===== src/rtl/sprot_pkg.sv =====
package sprot_pkg;

    localparam int unsigned BYTE_W = 8;

    localparam logic [BYTE_W-1:0] OPC_READ   = 8'h32;
    localparam logic [BYTE_W-1:0] LOCK_VALUE = 8'hFF;

    typedef enum logic [2:0] {
        ST_IDLE,
        ST_OPC,
        ST_PDATA,
        ST_RDUMMY,
        ST_RDATA,
        ST_SKIP
    } sel_st_t;

    typedef struct packed {
        logic sck_rise;
        logic sck_fall;
        logic cs_fall;
        logic cs_rise;
        logic cs_act;
        logic si;
    } spi_ev_t;

    function automatic logic [BYTE_W-1:0] pfx_byte(input logic [1:0] idx);
        case (idx)
            2'd0:    return 8'h3D;
            2'd1:    return 8'h2A;
            2'd2:    return 8'h7F;
            default: return 8'hFC;
        endcase
    endfunction

    function automatic logic is_locked(input logic [BYTE_W-1:0] b);
        return b == LOCK_VALUE;
    endfunction

endpackage


===== src/rtl/sprot_spi_sync.sv =====
module sprot_spi_sync
    import sprot_pkg::*;
#(
    parameter int unsigned SYNC_STAGES = 2
) (
    input  logic    clk,
    input  logic    rst,
    input  logic    sck,
    input  logic    cs_n,
    input  logic    si,
    output spi_ev_t ev
);
    localparam int unsigned NSIG = 3;
    localparam logic [NSIG-1:0] RST_VAL = 3'b010;

    logic [NSIG-1:0] raw;
    logic [NSIG-1:0] cur_v;
    logic [NSIG-1:0] prev_v;

    assign raw = {sck, cs_n, si};

    for (genvar g = 0; g < NSIG; g++) begin : g_sync
        logic [SYNC_STAGES:0] pipe;
        always_ff @(posedge clk) begin
            if (rst) pipe <= {(SYNC_STAGES+1){RST_VAL[g]}};
            else     pipe <= {pipe[SYNC_STAGES-1:0], raw[g]};
        end
        assign cur_v[g]  = pipe[SYNC_STAGES-1];
        assign prev_v[g] = pipe[SYNC_STAGES];
    end

    always_comb begin
        ev.sck_rise = cur_v[2] & ~prev_v[2];
        ev.sck_fall = ~cur_v[2] & prev_v[2];
        ev.cs_fall  = ~cur_v[1] & prev_v[1];
        ev.cs_rise  = cur_v[1] & ~prev_v[1];
        ev.cs_act   = ~cur_v[1];
        ev.si       = cur_v[0];
    end
endmodule


===== src/rtl/sprot_cmd_fsm.sv =====
module sprot_cmd_fsm
    import sprot_pkg::*;
#(
    parameter int unsigned PTR_W = 6
) (
    input  logic              clk,
    input  logic              rst,
    input  spi_ev_t           ev,
    input  logic              busy,
    input  logic [BYTE_W-1:0] rd_byte,
    output logic              stg_clr,
    output logic              stg_wr,
    output logic [BYTE_W-1:0] stg_data,
    output logic              prog_go,
    output logic [PTR_W-1:0]  rd_idx,
    output logic              so_bit,
    output logic              so_oe
);
    localparam int unsigned BIT_W = $clog2(BYTE_W);

    sel_st_t           st, st_n;
    logic [BYTE_W-2:0] shreg;
    logic [BIT_W-1:0]  bcnt;
    logic [1:0]        pcnt, pcnt_n;
    logic [BIT_W-1:0]  obit;
    logic              byte_done;
    logic [BYTE_W-1:0] new_byte;

    assign byte_done = ev.sck_rise && ev.cs_act && (bcnt == BIT_W'(BYTE_W-1));
    assign new_byte  = {shreg, ev.si};
    assign stg_data  = new_byte;
    assign so_oe     = (st == ST_RDATA);

    always_comb begin
        st_n    = st;
        pcnt_n  = pcnt;
        stg_clr = 1'b0;
        stg_wr  = 1'b0;
        prog_go = 1'b0;
        if (ev.cs_rise) begin
            prog_go = (st == ST_PDATA);
            st_n    = ST_IDLE;
        end else if (ev.cs_fall) begin
            st_n   = busy ? ST_SKIP : ST_OPC;
            pcnt_n = 2'd0;
        end else if (byte_done) begin
            case (st)
                ST_OPC: begin
                    if (pcnt == 2'd0 && new_byte == OPC_READ) begin
                        st_n   = ST_RDUMMY;
                        pcnt_n = 2'd0;
                    end else if (new_byte == pfx_byte(pcnt)) begin
                        if (pcnt == 2'd3) begin
                            st_n    = ST_PDATA;
                            stg_clr = 1'b1;
                        end
                        pcnt_n = pcnt + 2'd1;
                    end else begin
                        st_n = ST_SKIP;
                    end
                end
                ST_PDATA: stg_wr = 1'b1;
                ST_RDUMMY: begin
                    if (pcnt == 2'd2) st_n = ST_RDATA;
                    pcnt_n = pcnt + 2'd1;
                end
                default: ;
            endcase
        end
    end

    always_ff @(posedge clk) begin
        if (rst) begin
            st     <= ST_IDLE;
            pcnt   <= '0;
            shreg  <= '0;
            bcnt   <= '0;
            obit   <= '0;
            rd_idx <= '0;
            so_bit <= 1'b0;
        end else begin
            st   <= st_n;
            pcnt <= pcnt_n;
            if (ev.cs_fall) begin
                bcnt <= '0;
            end else if (ev.sck_rise && ev.cs_act) begin
                shreg <= {shreg[BYTE_W-3:0], ev.si};
                bcnt  <= bcnt + 1'b1;
            end
            if (st != ST_RDATA) begin
                rd_idx <= '0;
                obit   <= '0;
            end else if (ev.sck_fall) begin
                so_bit <= rd_byte[BIT_W'(BYTE_W-1) - obit];
                obit   <= obit + 1'b1;
                if (obit == BIT_W'(BYTE_W-1)) rd_idx <= rd_idx + 1'b1;
            end
        end
    end
endmodule


===== src/rtl/sprot_store.sv =====
module sprot_store
    import sprot_pkg::*;
#(
    parameter int unsigned NUM_SECT    = 64,
    parameter int unsigned PTR_W       = 6,
    parameter int unsigned PROG_CYCLES = 2000
) (
    input  logic                clk,
    input  logic                rst,
    input  logic                stg_clr,
    input  logic                stg_wr,
    input  logic [BYTE_W-1:0]   stg_data,
    input  logic                prog_go,
    input  logic [PTR_W-1:0]    rd_idx,
    input  logic                prot_en,
    output logic [BYTE_W-1:0]   rd_byte,
    output logic                busy,
    output logic [NUM_SECT-1:0] sect_prot
);
    localparam int unsigned CNT_W = $clog2(PROG_CYCLES + 1);

    logic [BYTE_W-1:0]   cur [NUM_SECT];
    logic [BYTE_W-1:0]   stg [NUM_SECT];
    logic [NUM_SECT-1:0] stg_vld;
    logic [PTR_W-1:0]    wptr;
    logic [CNT_W-1:0]    tmr;

    always_ff @(posedge clk) begin
        if (rst) begin
            stg_vld <= '0;
            wptr    <= '0;
            for (int i = 0; i < NUM_SECT; i++) stg[i] <= '0;
        end else if (stg_clr) begin
            stg_vld <= '0;
            wptr    <= '0;
        end else if (stg_wr && !busy) begin
            stg[wptr]     <= stg_data;
            stg_vld[wptr] <= 1'b1;
            wptr          <= (wptr == PTR_W'(NUM_SECT-1)) ? '0 : wptr + 1'b1;
        end
    end

    always_ff @(posedge clk) begin
        if (rst) begin
            busy <= 1'b0;
            tmr  <= '0;
            for (int i = 0; i < NUM_SECT; i++) cur[i] <= '0;
        end else if (prog_go && !busy) begin
            busy <= 1'b1;
            tmr  <= CNT_W'(PROG_CYCLES - 1);
        end else if (busy) begin
            if (tmr == '0) begin
                busy <= 1'b0;
                for (int i = 0; i < NUM_SECT; i++)
                    if (stg_vld[i]) cur[i] <= stg[i];
            end else begin
                tmr <= tmr - 1'b1;
            end
        end
    end

    assign rd_byte = cur[rd_idx];

    for (genvar g = 0; g < NUM_SECT; g++) begin : g_prot
        assign sect_prot[g] = prot_en && is_locked(cur[g]);
    end
endmodule


===== src/rtl/sprot_spi_engine.sv =====
module sprot_spi_engine
    import sprot_pkg::*;
#(
    parameter int unsigned NUM_SECT    = 64,
    parameter int unsigned PROG_CYCLES = 2000,
    parameter int unsigned SYNC_STAGES = 2
) (
    input  logic                clk,
    input  logic                rst,
    input  logic                spi_sck,
    input  logic                spi_cs_n,
    input  logic                spi_si,
    input  logic                prot_en,
    output logic                spi_so,
    output logic                spi_so_oe,
    output logic                busy,
    output logic [NUM_SECT-1:0] sect_prot
);
    localparam int unsigned PTR_W = $clog2(NUM_SECT);

    spi_ev_t           ev;
    logic              stg_clr, stg_wr, prog_go;
    logic [BYTE_W-1:0] stg_data, rd_byte;
    logic [PTR_W-1:0]  rd_idx;
    logic              so_oe;

    sprot_spi_sync #(.SYNC_STAGES(SYNC_STAGES)) sync_i (
        .clk(clk), .rst(rst), .sck(spi_sck), .cs_n(spi_cs_n), .si(spi_si), .ev(ev)
    );

    sprot_cmd_fsm #(.PTR_W(PTR_W)) fsm_i (
        .clk(clk), .rst(rst), .ev(ev), .busy(busy), .rd_byte(rd_byte),
        .stg_clr(stg_clr), .stg_wr(stg_wr), .stg_data(stg_data),
        .prog_go(prog_go), .rd_idx(rd_idx), .so_bit(spi_so), .so_oe(so_oe)
    );

    sprot_store #(.NUM_SECT(NUM_SECT), .PTR_W(PTR_W), .PROG_CYCLES(PROG_CYCLES)) store_i (
        .clk(clk), .rst(rst), .stg_clr(stg_clr), .stg_wr(stg_wr), .stg_data(stg_data),
        .prog_go(prog_go), .rd_idx(rd_idx), .prot_en(prot_en), .rd_byte(rd_byte),
        .busy(busy), .sect_prot(sect_prot)
    );

    assign spi_so_oe = so_oe;
endmodule


===== config.mk =====
export PLATFORM = sky130hd
export DESIGN_NAME = sprot_spi_engine
export DESIGN_NICKNAME = d
export VERILOG_FILES = /design/src/rtl/sprot_pkg.sv /design/src/rtl/sprot_spi_sync.sv /design/src/rtl/sprot_cmd_fsm.sv /design/src/rtl/sprot_store.sv /design/src/rtl/sprot_spi_engine.sv
export SDC_FILE = /design/constraint.sdc
export NUM_CORES = 2
export LEC_CHECK = 0
export CAP_MARGIN = 40
export CORE_UTILIZATION = 46
export DETAILED_ROUTE_END_ITERATION = 10
export GPL_ROUTABILITY_DRIVEN = 0
export PLACE_DENSITY = 0.62
export SYNTH_ARGS = -nofsm -noshare
export SYNTH_HDL_FRONTEND = slang
export SYNTH_SLANG_ARGS = --single-unit
export TNS_END_PERCENT = 1

===== constraint.sdc =====
create_clock -name clk -period 7.8 [get_ports clk]
set_input_delay 1.56 -clock clk [delete_from_list [all_inputs] [get_ports clk]]
set_output_delay 1.56 -clock clk [all_outputs]
set_load 0.01 [all_outputs]

# ---- After elaboration in Yosys (flattened, before gate mapping)
# Memory sizes are Yosys's and may differ from the RTL's. A register that Yosys moved wholly into a read port is not among the register bits.
# Cells that the tools add are included.
dict set report totals {
  reg_bits 115
  ramBits 1024
  wordCells 775
  memories 2
}
# name depth word_bits rd rd_ports_with_merged_regs write_ports line_no
set memory_table {}
lappend memory_table {store_i.cur 64 8 65 1 64 sprot_store.sv:22} ;# logic [BYTE_W-1:0] cur [NUM_SECT];
lappend memory_table {store_i.stg 64 8 64 0 64 sprot_store.sv:23} ;# logic [BYTE_W-1:0] stg [NUM_SECT];
dict set report op_classes {
  addsub 7
  n_lt_le_gt_ge 3
  n_eq_ne 81
  n_mux 501
  bitwise_logic 77
  n_reduce_logical 89
}
# cell count
set op_table {}
lappend op_table {{8-bit two-way mux} 70}
lappend op_table {{8-bit == test, second input constant} 64}
lappend op_table {{1-bit two-way mux} 408}
lappend op_table {{1-bit logical AND} 70}
lappend op_table {{1-bit OR} 64}
lappend op_table {{64-bit OR} 1}
lappend op_table {{11-bit two-way mux} 3}
lappend op_table {{6-bit two-way mux} 4}
lappend op_table {{8-bit case mux with 3 select lines} 1}
lappend op_table {{3-bit two-way mux} 7}
lappend op_table {{6-bit by 1-bit adder with 6-bit output, second input constant} 2}
lappend op_table {{11-bit zero test} 1}
lappend op_table {{11-bit by 1-bit subtractor with 11-bit output, second input constant} 1}
lappend op_table {{2-bit AND reduction} 5}
lappend op_table {{2-bit OR reduction} 5}
lappend op_table {{3-bit == test, second input constant} 3}
lappend op_table {{8-bit by 6-bit == test with 1-bit output, second input constant} 1}
lappend op_table {{8-bit == test} 1}
lappend op_table {{2-bit two-way mux} 4}
lappend op_table {{1-bit NOT} 8}
lappend op_table {{4-bit AND reduction} 2}
lappend op_table {{8-bit OR reduction} 1}
lappend op_table {{6-bit by 7-bit less-than comparator with 1-bit output, second input constant} 1}
lappend op_table {{3-bit by 1-bit adder with 3-bit output, second input constant} 2}
lappend op_table {{other kinds (23)} 29}

# ---- Depth between registers and ports, before layout
dict set report logic_depth {
  depth_word 19
  ltp_mapped 11
  mapped_depth_nobuf 9
}

# ---- Cells and area by module
# A second synthesis with hierarchy kept.
dict set report hier_totals {
  hier_cells 3397
  area_unflattened_um2 47700.7
}
# module n_inst cells_each area_per_inst_um2
set by_module_without_submodules {}
lappend by_module_without_submodules {sprot_store 1 3224 46071.7}
lappend by_module_without_submodules {sprot_cmd_fsm 1 151 1382.6}
lappend by_module_without_submodules {sprot_spi_sync 1 22 246.5}

# ---- Worst setup path after synthesis
# OpenSTA, ideal clock, no wires.
dict set report synth_timing {
  path_type {input -> output}
  start {input port prot_en}
  end {output port sect_prot[10]}
  arrival_ps 2454
  required_time_ps 6240
  setup_slack_ps 3786
  stages 4
  path_buffers 2
  cell_sequence {clkbuf_1 -> buf_1 -> nand3_1 -> nor3_1}
}
dict set report synth_via {
  elab_chain_cells 1
}
# item line_no
set synth_rtl {}
lappend synth_rtl {{from (decl)} sprot_spi_engine.sv:13} ;# input logic prot_en,
lappend synth_rtl {{1-bit logical AND} sprot_store.sv:65} ;# assign sect_prot[g] = prot_en && is_locked(cur[g]);
lappend synth_rtl {{to (decl)} sprot_spi_engine.sv:17} ;# output logic [NUM_SECT-1:0] sect_prot
# Every way passes these cells.

# ---- Worst setup path in the final report
dict set report layout_timing {
  start {input port prot_en}
  end {output port sect_prot[40]}
}
# Same word-level chain as after synthesis.

==> reports/summary.txt <==
Share of post-route cells with drive strength above 1 - 0.189
Most numerous cell in the Yosys netlist - edfxtp_1
Crit-path max FO - 60
Seq/Total Area, Yosys - 0.643
Post_cts resized - 0
Max-slew violation count - 0
Yosys synthesis warning count - 0
XOR/XNOR share of the synthesized area - 0.00311
Hpwl dp - 83.3 mm
Worst Max-Slew Pin Slew - 0.945 ns
Adder-cell share of the synthesized area - 0.00261
CTS Hold Buffers Added - 0
Max Buffers Root-to-Sink - 3
Post-synth top flop - edfxtp_1
Antenna violations before repair - 4
Cell Area, Synth - 47,900 sq um
Final min period - 4.55 ns
# fillers - 8,517
Worst-case reg-to-reg path depth - 7
Synth top area share - 0.492
Proportion of synthesized area in mux cells - 0.122
Main combinational cell family by area after synthesis - simple AND/OR/NAND/NOR gates
CP Data Required Time - 6.24 ns
Root Buffer - clkbuf_16
Buffers on Ports - 72
Syn Inst Count - 3,482
Post-CTS setup buffer count - 0
Clock latency on the worst-skew pair - 0.69 ns
Antenna Nets Post-Route - 0
Startpoint Class - input pin
1st-iter DRT viols - 2,756
Slew margin rel. - 0.365
Vias - 28,600
DRC Markers - 0
CTS Buf Count - 115
Total grt overflow - 0
Total Wirelength - 128 mm
Vias per cell - 5.77
Synth cell types - 71
Global-route wire length before repair - 186 mm
Setup-failing EPs final - 0
Layout area overhead - 12.5%
Aggregate negative setup slack - 0 ns
Vias in the first global route - 27,400
CP endpoint kind - primary output
CTS tree - yes
Avg WL per Cell - 25.8 um
Area leader, netlist - edfxtp_1
Die Area - 105,000 sq um
Mean Syn Cell Area - 13.7 sq um
Outcome - complete, no violations
Hold crit path type - reg -> reg
Synthesized flop and latch total - 1,145
Hold Violations, Final - 0
Synth Area in Compound Gates - 0.0366
Post-synth EDFFs - 784
Multi-input logic area - 16,100 sq um
RSZ-0062 raised after global routing - no
Top post-synthesis cells by area - edfxtp_1, dfxtp_1, mux2_2
Boundary Pins - 73
Initial Utilization - 0.467
Layout net count - 3,508
Reg area - 30,800 sq um
Largest net degree at the start of global routing - 132
Critical path class - in -> out
Commonest cells in the netlist - edfxtp_1, dfxtp_1, and3_1
Cell Pwr Density - 237 nW/um^2
TritonRoute pass-1 iters - 6
GRT Util Overall - 0.239
Critical Path AT - 2.99 ns
Final period utilization - 0.583
Clk slew on worst S/H paths - 0.06 ns
Syn Nets - 3,498
Site row count - 117
Max_cap viols - 0
Post-Synth Simple-Gate Area - 0.171
H-Tree Depth - 3
Die X - 325 um
Chip height - 325 um
WHS Path Cells - 1
Fmax - 220 MHz
FFs w/ async S/R, synth - 0
Leak - 20.8 nW
Clock Sinks - 1,145
Worst VDD drop - 191 uV
Total core area - 102,000 sq um
Max Clock Skew - 0.0256 ns
Core Util, Final - 0.526
## state kept, by name (all words and copies together), names as in the netlist, named ones only
name                count
fsm_i.so_bit            1
fsm_i.pcnt              2
store_i.tmr            11
store_i.stg           512
fsm_i.obit              3
fsm_i.shreg             7
fsm_i.bcnt              3
store_i.busy            1
fsm_i.rd_idx            6
fsm_i.st                3
store_i.stg_vld        64
store_i.cur           512
store_i.wptr            6
sync_i.g_sync.pipe      8
## metal layers
layer  track usage  routed length (um)  vias to the layer above
met5             0                  11                        -
met4        0.0914                4530                        2
met3        0.0312                8600                      221
met2         0.390               60800                     1012
met1         0.327               53800                    14500
li1              -                   -                    12900
## report_power, final
group	internal, W	leakage, nW	switching [W]	total (W)
registers	0.00661	11.0	0.0000878	0.00670
logic	0.0000684	7.76	0.000189	0.000257
clock network	0.00352	1.99	0.00231	0.00583
total	0.0102	20.8	0.00259	0.0128
## critical path, cell delays in order
cell             delay, ns
buf_4                 0.13
buf_16                0.26
nand3_1               0.14
nor3_1                0.19
clkdlybuf4s50_1       0.57
## path summary, 6_finish.rpt
path | from | to | slack (ns)
worst max-delay path | prot_en | sect_prot[40] | 3.25
worst min register to register | sync_i.g_sync[1].pipe[0] | sync_i.g_sync[1].pipe[1] | 0.41
worst max register to register | fsm_i.shreg[5] | store_i.stg[27][7] | 3.27
worst min-delay path | sync_i.g_sync[1].pipe[0] | sync_i.g_sync[1].pipe[1] | 0.41
## final cells by class
class / count / area share
tap: 1368 / 0.0318
timing repair buffer: 112 / 0.0222
clock inverter: 48 / 0.0113
clock buffer: 167 / 0.0635
sequential: 1145 / 0.572
multi-input combinational: 2106 / 0.298
inverter: 12 / 0.000836
antenna: 2 / 0.0000929
## metrics by stage
step           total power [W]  cells  setup WS, ns  instance area, sq um  hold WS, ns
2_1_floorplan          0.00694   3482          3.79                 47900        0.389
3_3_place_gp           0.00707   4735          3.04                 49600        0.394
3_5_place_dp           0.00708   4742          2.93                 49800        0.395
4_1_cts                 0.0129   4957          2.93                 53800        0.410
5_1_grt                 0.0131   4958          3.09                 53900        0.425
6_report                0.0128   4960          3.25                 53900        0.408
## cell usage in the layout (no fill, tap or decap), types with 25 or more instances in the layout
| cell | n |
|---|---|
| a21o_1 | 99 |
| a21oi_1 | 38 |
| and2_1 | 258 |
| and3_1 | 295 |
| buf_4 | 31 |
| clkbuf_16 | 119 |
| clkbuf_8 | 26 |
| clkdlybuf4s50_1 | 70 |
| dfxtp_1 | 351 |
| edfxtp_1 | 784 |
| mux2_2 | 239 |
| mux2i_1 | 70 |
| mux4_2 | 106 |
| nand2_1 | 203 |
| nand3_1 | 82 |
| nand4_1 | 66 |
| nor2_1 | 49 |
| nor2b_1 | 252 |
| nor3_1 | 85 |
| o221ai_1 | 25 |
| or2_2 | 39 |
## kinds of logic after synthesis
family          count (synthesis)
compound gates                242
xor+xnor                       17
fa+ha+maj                      10
buf+inv                       231
flops                        1145
mux                           419
simple gates                 1418
(Power assumes the default switching activity.)
